$ cat config.mk
export PLATFORM = sky130hd
export DESIGN_NAME = win_wdog
export DESIGN_NICKNAME = d
export VERILOG_FILES = /design/src/rtl/wdw_pkg.sv /design/src/rtl/wdw_write_decode.sv /design/src/rtl/wdw_window_ctr.sv /design/src/rtl/wdw_fault_seq.sv /design/src/rtl/win_wdog.sv
export SDC_FILE = /design/constraint.sdc
export NUM_CORES = 1
export LEC_CHECK = 0
export ABC_AREA = 0
export CORE_MARGIN = 5
export CORE_UTILIZATION = 45
export CTS_BUF_LIST = sky130_fd_sc_hd__clkbuf_4 sky130_fd_sc_hd__clkbuf_8 sky130_fd_sc_hd__clkbuf_16
export DETAILED_ROUTE_END_ITERATION = 10
export HOLD_SLACK_MARGIN = 0.12
export MAX_ROUTING_LAYER = met4
export PLACE_DENSITY = 0.69
export SLEW_MARGIN = 20
export SYNTH_ARGS = -nofsm -noshare
export SYNTH_HDL_FRONTEND = slang
export SYNTH_SLANG_ARGS = --single-unit
$ cat constraint.sdc
create_clock -name clk -period 4.98 [get_ports clk]
set_input_delay 1.494 -clock clk [delete_from_list [all_inputs] [get_ports clk]]
set_output_delay 1.494 -clock clk [all_outputs]
set_load 0.1 [all_outputs]
$ cat src/rtl/wdw_pkg.sv
package wdw_pkg;

  typedef enum logic [1:0] {
    WD_RUN     = 2'd0,
    WD_PULL    = 2'd1,
    WD_HOLD    = 2'd2,
    WD_RELEASE = 2'd3
  } wd_state_e;

  localparam logic [4:0] WD_KEY     = 5'b01100;
  localparam logic [1:0] WD_SEL_RST = 2'b11;

  typedef struct packed {
    logic [1:0] win;
    logic [4:0] key;
    logic       mon;
  } wd_word_t;

endpackage

$ cat src/rtl/wdw_write_decode.sv
module wdw_write_decode
  import wdw_pkg::*;
(
  input  logic [7:0] wdata_i,
  input  logic [1:0] sel_i,
  output logic       key_ok_o,
  output logic       full_ok_o,
  output logic [1:0] new_sel_o,
  output logic       new_mon_o
);

  wd_word_t word;

  assign word      = wd_word_t'(wdata_i);
  assign key_ok_o  = (word.key == WD_KEY);
  assign full_ok_o = key_ok_o && (word.win == sel_i);
  assign new_sel_o = word.win;
  assign new_mon_o = word.mon;

endmodule

$ cat src/rtl/wdw_window_ctr.sv
module wdw_window_ctr #(
  parameter int LOWER_CYC = 256,
  parameter int BASE_LOG2 = 13
) (
  input  logic       clk,
  input  logic       rst,
  input  logic       clr_i,
  input  logic       cnt_en_i,
  input  logic [1:0] sel_i,
  output logic       early_o,
  output logic       expire_o
);

  localparam int CW = BASE_LOG2 + 4;
  localparam logic [CW-1:0] LOW_V = CW'(LOWER_CYC);

  logic [CW-1:0] cnt_q;
  logic [CW-1:0] lim_last [4];

  for (genvar g = 0; g < 4; g++) begin : g_lim
    assign lim_last[g] = (CW'(1) << (BASE_LOG2 + g)) - CW'(1);
  end

  assign early_o  = (cnt_q < LOW_V);
  assign expire_o = cnt_en_i && (cnt_q == lim_last[sel_i]);

  always_ff @(posedge clk) begin
    if (rst || clr_i) begin
      cnt_q <= '0;
    end else if (cnt_en_i) begin
      cnt_q <= cnt_q + CW'(1);
    end
  end

  AST_CNT_IN_WINDOW: assert property (@(posedge clk) disable iff (rst)
    cnt_q <= lim_last[sel_i]);

endmodule

$ cat src/rtl/wdw_fault_seq.sv
module wdw_fault_seq
  import wdw_pkg::*;
#(
  parameter int HOLD_CYC = 16
) (
  input  logic clk,
  input  logic rst,
  input  logic enable_i,
  input  logic tick_en_i,
  input  logic err_i,
  input  logic pin_i,
  output logic fault_n_o,
  output logic running_o
);

  localparam int HW = $clog2(HOLD_CYC + 1);
  localparam logic [HW-1:0] HOLD_LAST = HW'(HOLD_CYC - 1);

  wd_state_e     state_q, state_d;
  logic [HW-1:0] hold_q, hold_d;

  assign running_o = (state_q == WD_RUN);

  always_comb begin
    state_d = state_q;
    hold_d  = hold_q;
    if (!enable_i) begin
      state_d = WD_RUN;
      hold_d  = '0;
    end else begin
      case (state_q)
        WD_RUN:     if (err_i) state_d = WD_PULL;
        WD_PULL:    if (!pin_i) begin
                      state_d = WD_HOLD;
                      hold_d  = '0;
                    end
        WD_HOLD:    if (tick_en_i) begin
                      if (hold_q == HOLD_LAST) state_d = WD_RELEASE;
                      else hold_d = hold_q + HW'(1);
                    end
        WD_RELEASE: if (pin_i) state_d = WD_RUN;
        default:    state_d = WD_RUN;
      endcase
    end
  end

  always_ff @(posedge clk) begin
    if (rst) begin
      state_q   <= WD_RUN;
      hold_q    <= '0;
      fault_n_o <= 1'b1;
    end else begin
      state_q   <= state_d;
      hold_q    <= hold_d;
      fault_n_o <= !((state_d == WD_PULL) || (state_d == WD_HOLD));
    end
  end

  AST_HOLD_BOUNDED: assert property (@(posedge clk) disable iff (rst)
    hold_q < HW'(HOLD_CYC));

  AST_PULL_UNTIL_PIN: assert property (@(posedge clk) disable iff (rst)
    (state_q == WD_PULL && pin_i && enable_i) |=> !fault_n_o);

endmodule

$ cat src/rtl/win_wdog.sv
module win_wdog
  import wdw_pkg::*;
#(
  parameter int LOWER_CYC = 256,
  parameter int BASE_LOG2 = 13,
  parameter int HOLD_CYC  = 16
) (
  input  logic       clk,
  input  logic       rst,
  input  logic       tick_i,
  input  logic       wr_i,
  input  logic [7:0] wdata_i,
  output logic [7:0] rd_data_o,
  input  logic       inhibit_i,
  input  logic       opt_disable_i,
  input  logic       pin_i,
  output logic       wdog_n_o,
  output logic       mon_en_o
);

  logic       enable, running, live_wr, cnt_en, tick_en;
  logic       key_ok, full_ok, early, expire;
  logic       svc_ok, err, clr;
  logic [1:0] new_sel;
  logic       new_mon;

  logic       cfg_q, cfg_d;
  logic [1:0] sel_q, sel_d;
  logic       mon_q, mon_d;

  assign enable  = !opt_disable_i;
  assign tick_en = tick_i && !inhibit_i;
  assign live_wr = wr_i && enable && !inhibit_i && running;
  assign cnt_en  = enable && tick_en && running;

  wdw_write_decode u_dec (
    .wdata_i   (wdata_i),
    .sel_i     (sel_q),
    .key_ok_o  (key_ok),
    .full_ok_o (full_ok),
    .new_sel_o (new_sel),
    .new_mon_o (new_mon)
  );

  assign svc_ok = live_wr && (cfg_q ? (full_ok && !early) : key_ok);
  assign err    = (live_wr && !svc_ok) || (expire && !svc_ok);
  assign clr    = !enable || !running || svc_ok || err;

  wdw_window_ctr #(
    .LOWER_CYC (LOWER_CYC),
    .BASE_LOG2 (BASE_LOG2)
  ) u_ctr (
    .clk      (clk),
    .rst      (rst),
    .clr_i    (clr),
    .cnt_en_i (cnt_en),
    .sel_i    (sel_q),
    .early_o  (early),
    .expire_o (expire)
  );

  wdw_fault_seq #(
    .HOLD_CYC (HOLD_CYC)
  ) u_seq (
    .clk       (clk),
    .rst       (rst),
    .enable_i  (enable),
    .tick_en_i (tick_en),
    .err_i     (err),
    .pin_i     (pin_i),
    .fault_n_o (wdog_n_o),
    .running_o (running)
  );

  always_comb begin
    cfg_d = cfg_q;
    sel_d = sel_q;
    mon_d = mon_q;
    if (live_wr && !cfg_q && key_ok) begin
      cfg_d = 1'b1;
      sel_d = new_sel;
      mon_d = new_mon;
    end
  end

  always_ff @(posedge clk) begin
    if (rst) begin
      cfg_q     <= 1'b0;
      sel_q     <= WD_SEL_RST;
      mon_q     <= 1'b1;
      rd_data_o <= {WD_SEL_RST, 5'b00000, 1'b1};
    end else begin
      cfg_q     <= cfg_d;
      sel_q     <= sel_d;
      mon_q     <= mon_d;
      rd_data_o <= {sel_d, 5'b00000, mon_d};
    end
  end

  assign mon_en_o = mon_q;

  AST_CFG_FROZEN: assert property (@(posedge clk) disable iff (rst)
    cfg_q |=> (sel_q == $past(sel_q)) && (mon_q == $past(mon_q)));

  AST_EARLY_TRIPS: assert property (@(posedge clk) disable iff (rst)
    (wr_i && enable && !inhibit_i && running && cfg_q && early) |=> !wdog_n_o);

  AST_INHIBIT_NO_TRIP: assert property (@(posedge clk) disable iff (rst)
    (inhibit_i && wdog_n_o) |=> wdog_n_o);

  AST_DISABLED_QUIET: assert property (@(posedge clk) disable iff (rst)
    opt_disable_i |=> wdog_n_o);

endmodule

* After elaboration in Yosys (flattened, before gate mapping)
Index checks and enable logic that the tools add are counted.
Storage, ports and cells: register bits after elaboration 37, input port bits 15, output and inout port bits 10, word-level logic and storage cells 74
Cells by class: $add $sub $neg 2, bitwise gates (word level) 1, reduce and logical (&&, ||, !) cells 31, order comparisons 2, multiplexer cells 17, eq/ne operators 12
Operators with widths (count):
- $bmux 17 s2 | 1
- $mux 17 | 2
- $add 17x1->17 const B | 1
- $eq 17x17->1 | 1
- $lt 17x9->1 const B | 1
- $mux 5 | 3
- $logic_and 1x1->1 | 14
- $mux 2 | 7
- $eq 5x4->1 const B | 2
- $pmux 5 s2 | 1
- $pmux 2 s4 | 1
- $logic_not 1->1 | 7
- $eq 2x2->1 const B | 3
- $logic_or 1x1->1 | 6
- $ne 2x2->1 const B | 3
- $add 5x1->5 const B | 1
- $eq 2x1->1 const B | 2
- $reduce_and 4->1 | 1
- $ge 3x3->1 const B | 1
- $not 2->3 | 1
- $eq 2x2->1 | 1
- $logic_not 2->1 | 1
- $mux 1 | 2
- $reduce_bool 2->1 | 1
- $reduce_or 2->1 | 1

* Logic depth before layout (Yosys ltp)
depth after elaboration 14, gate-level depth with buffers 8, gate-level depth less buffers 8

* By module
From an unflattened synthesis, not the netlist that was laid out.
Unflattened totals: cell total of the unflattened synthesis 188, area total of the unflattened synthesis 1700.4 sq um
By module, submodules not included:
- wdw_window_ctr | area an instance 872.1 sq um, sequential area each 340.3 sq um, cells an instance 95, times used 1
- wdw_fault_seq | area an instance 462.9 sq um, sequential area each 160.2 sq um, cells an instance 49, times used 1
- win_wdog | area an instance 294.0 sq um, sequential area each 80.1 sq um, cells an instance 35, times used 1
- wdw_write_decode | area an instance 71.3 sq um, sequential area each 0.0 sq um, cells an instance 9, times used 1

* Worst setup path after synthesis
No wires, ideal clock.
kind input to register, from in opt_disable_i, to reg u_ctr.cnt_q[8], data arrival time 2.815 ns, buffers on the path 1, required time 4.865 ns, cell stages on the path 6, setup time 0.115 ns, setup slack 2.051 ns, path through or3_4 -> nor4_4 -> o2111ai_2 -> nand4_2 -> buf_6 -> nor2_1
On the way: word-level cells in the longest chain between the ends 10, elaborated cells between the ends (all ways) 16, classes of those cells reduce/logical (16)
RTL lines:
- start: declaration | line win_wdog.sv:15 | input logic opt_disable_i,
- $logic_not 1->1 | line win_wdog.sv:31 | assign enable = !opt_disable_i;
- $logic_and 1x1->1 (3 in a row) | line win_wdog.sv:33 | assign live_wr = wr_i && enable && !inhibit_i && running;
- $logic_and 1x1->1 | line win_wdog.sv:45 | assign svc_ok = live_wr && (cfg_q ? (full_ok && !early) : key_ok);
- $logic_not 1->1 | line win_wdog.sv:46 | assign err = (live_wr && !svc_ok) || (expire && !svc_ok);
- $logic_and 1x1->1 | line win_wdog.sv:46
- $logic_or 1x1->1 | line win_wdog.sv:46
- $logic_or 1x1->1 | line win_wdog.sv:47 | assign clr = !enable || !running || svc_ok || err;
- $logic_or 1x1->1 | line wdw_window_ctr.sv:28 | if (rst || clr_i) begin
- end signal: assignment | line wdw_window_ctr.sv:31 | cnt_q <= cnt_q + CW'(1);
- end: declaration | line wdw_window_ctr.sv:17 | logic [CW-1:0] cnt_q;
Several ways; a longest one is shown, not always the timed one. A chain may end at the register's enable or synchronous reset.

* Final worst setup path
from reg rd_data_o[6], to out rd_data_o[6]
RTL lines:
- start: declaration | line win_wdog.sv:13 | output logic [7:0] rd_data_o,
- start signal: assignment | line win_wdog.sv:91 | rd_data_o <= {WD_SEL_RST, 5'b00000, 1'b1};
- start signal: assignment | line win_wdog.sv:96 | rd_data_o <= {sel_d, 5'b00000, mon_d};
No word-level cell between the ends.

==> flow_metrics.py <==
metrics = {
    "status": {
        "status": "finished clean",
    },
    "logic_synthesis": {
        "synthFlopType": "dfxtp_1",
        "async_flop_share_pct": 0,
        "synth_area_leaders": "dfxtp_1 38%, xor2_1 11%, nor2_1 6.6%, nand4_1 4.9%, buf_4 2.9%",
        "ys_ff_latch": 29,
        "synth_edf_count": 0,
        "ys_types": 43,
        "synthCells": 174,
        "synth_top_area_share_pct": 37.9,
        "yosysWarnings": 0,
        "ys_seq_area_share_pct": 37.9,
        "synth_top_cell_by_area": "dfxtp_1",
        "synth_area_um2": 1530,
        "avgSynthCellArea_um2": 8.79,
    },
    "die": {
        "die-area_um2": 4670,
        "core_um2": 3310,
        "dieHeight_um": 68.3,
        "rows": 21,
        "die_x_um": 68.3,
        "initial_core_util_pct": 46.2,
        "ioPinCount": 25,
    },
    "power": {
        "ir_drop_v": 0.000185,
        "finalPower_mw": 0.432,
        "power_density_nw_per_um2": 243,
        "leakagePower_nw": 0.605,
    },
    "grt": {
        "grt_use_total_pct": 14.8,
        "grt_overflow_total": 0,
        "grt_pass1_wl_um": 5130,
        "grt_max_degree": 18,
        "grt_pass1_vias": 1180,
        "antenna_found_initial": 0,
    },
    "placed_design": {
        "gp_congestion": 0.756,
        "dp_hpwl_um": 2260,
        "placed_cell_area_um2": 1720,
        "port_buffers": 19,
    },
    "timing": {
        "finalClockSkew_ps": 7.26,
        "worstMarginPinSlew_ps": 972,
        "finalCritPeriodShare_pct": 69.3,
        "slew_violations": 0,
        "relSlewSlack_pct": 35.0,
        "final.min_clock_period_ps": 3450,
        "setup_viol": 0,
        "whs_ps": 484,
        "hold_violations": 0,
        "setup_tns_ps": 0,
        "rsz0062_at_grt": "no",
        "max_freq_mhz": 290,
    },
    "clock_network": {
        "cts_inserted_buffers": 5,
        "cts_tree": "done",
        "clockBufferDepth": 2,
        "htreeDepth": 2,
        "cts_hold_buffers": 0,
        "postCtsSetupRepairBufs": 0,
        "clk_latency_ps": 320,
        "clkTransAtPathRegs_ps": 90,
        "cts_resized": 0,
        "cts_sinks": 29,
        "cts_root_buf": "clkbuf_4",
    },
    "layout": {
        "design_area_um2": 1780,
        "synthToLayoutAreaGrowth_pct": 16.2,
        "fin_nets": 211,
        "drive_gt1_share_pct": 7.77,
        "n_antenna_cell": 0,
    },
    "drt": {
        "routed_wl_um": 2990,
        "routedWlPerCell_um": 12.5,
        "drc_errors": 0,
        "dr.pass1.iters": 4,
        "vias": 1241,
        "drt_iter0_markers": 62,
        "ant_nets": 0,
        "vias_per_cell": 5.19,
    },
    "critical_path": {
        "cp_slowest_stage_delay_ps": 1180,
        "start_kind": "register",
        "crit_arrival_ps": 1960,
        "critPathSlowestCell": "clkdlybuf4s50_1",
        "path_max_fanout": 6,
        "path_cells": "clkdlybuf4s50_1",
        "critPathCaptureType": "primary output",
        "cp.required_ps": 3490,
        "critical_path_class": "reg2out",
        "timing.rr.start": "u_seq.hold_q[0]",
        "path_delay_family": "buffers and inverters",
        "path_buf_inv": 1,
        "cp-startpoint": "rd_data_o[6]",
    },
    "min_path": {
        "hp-class": "reg2reg",
        "holdCritStartpoint": "u_seq.hold_q[1]",
    },
    "flow_run": {
        "cap_violations": 0,
    },
}
## synth_stat cells (2+ instances only)
cell type,instances
dfxtp_1,29
nor2_1,27
xor2_1,19
nand2_1,12
nand4_1,12
buf_4,6
nor2b_1,6
a21oi_1,5
and3_1,4
nor4_1,4
o21ai_0,4
a211o_1,3
ha_1,3
nand3_1,3
xnor2_1,3
buf_2,2
clkbuf_1,2
mux2i_1,2
nand2b_1,2
nand3b_1,2
nor3_1,2
## cells by family (layout without fill, tap and decap cells)
family | Yosys count | count (layout) | share of synthesized area, %
buffers and inverters | 12 | 27 | 5.07
AOI/OAI and AO/OA | 20 | 20 | 9.32
DFF | 29 | 29 | 37.9
xor gates and xnor gates | 22 | 22 | 12.6
adders and majority gates | 3 | 3 | 2.45
and+or+nand+nor | 85 | 85 | 31.1
other | 1 | 5 | 0.245
muxes | 2 | 2 | 1.31
## worst register-to-register path: cells and delay by family (launching register included)
family	cells	cell delay (ps)
compound gates	4	880
fa+ha+maj	2	410
flops	1	390
simple gates	2	280
## flip-flops by register name, summed over array words and instances (netlist names)
name	cells
u_seq.state_q	2
cfg_q	1
u_seq.hold_q	5
u_ctr.cnt_q	17
u_seq.fault_n_o	1
rd_data_o	3
## routing by layer
layer	vias to the layer above	global-route usage [%]	part of all wire (%)
li1	638	-	-
met1	581	18.9	49
met2	17	22.1	46
met3	5	3.94	4.1
met4	0	5.96	1.3
met5	-	-	0
## final timing paths
path / cells past startpoint / end / slack, ps
worst max-delay path: 1 / rd_data_o[6] / 1530
worst min-delay path: 2 / u_seq.hold_q[1] / 480
worst max register to register: 8 / u_seq.fault_n_o / 2920
worst min register to register: 2 / u_seq.hold_q[1] / 480
## where the power goes
| group | switching (mW) | internal, mW |
|---|---|---|
| Sequential | 0.00147 | 0.233 |
| Clock | 0.0773 | 0.0720 |
| Combinational | 0.0324 | 0.0162 |
## metrics by stage
step,setup WS [ps],utilization (%),instances
floorplan,2050,-,178
global placement,1440,51.9,232
detailed placement,1370,51.9,232
CTS,1510,53.7,239
global route,1450,53.7,239
finish,1530,53.7,239
## area by class of cell
cell class / count / area, um^2
clock buffers: 7 / 58.8
fillers: 317 / 1530
inverters: 1 / 3.75
multi-input cells: 137 / 887
flip-flops and latches: 29 / 581
well taps: 46 / 57.6
repair buffers: 19 / 190
## cell usage in the layout (no fill, tap or decap), types with 2 or more instances in the layout
cell type	synthesis	routed
clkdlybuf4s50_1	0	19
nor4_1	4	4
ha_1	3	3
nand3b_1	2	2
nand4_1	12	12
nand2b_1	2	2
nand3_1	3	3
nor2b_1	6	6
nand2_1	12	12
conb_1	1	5
nor2_1	27	27
o21ai_0	4	4
clkbuf_4	0	6
xor2_1	19	19
xnor2_1	3	3
dfxtp_1	29	29
and3_1	4	4
nor3_1	2	2
mux2i_1	2	2
a21oi_1	5	5
a211o_1	3	3
Power figures use the tool's default switching activity.
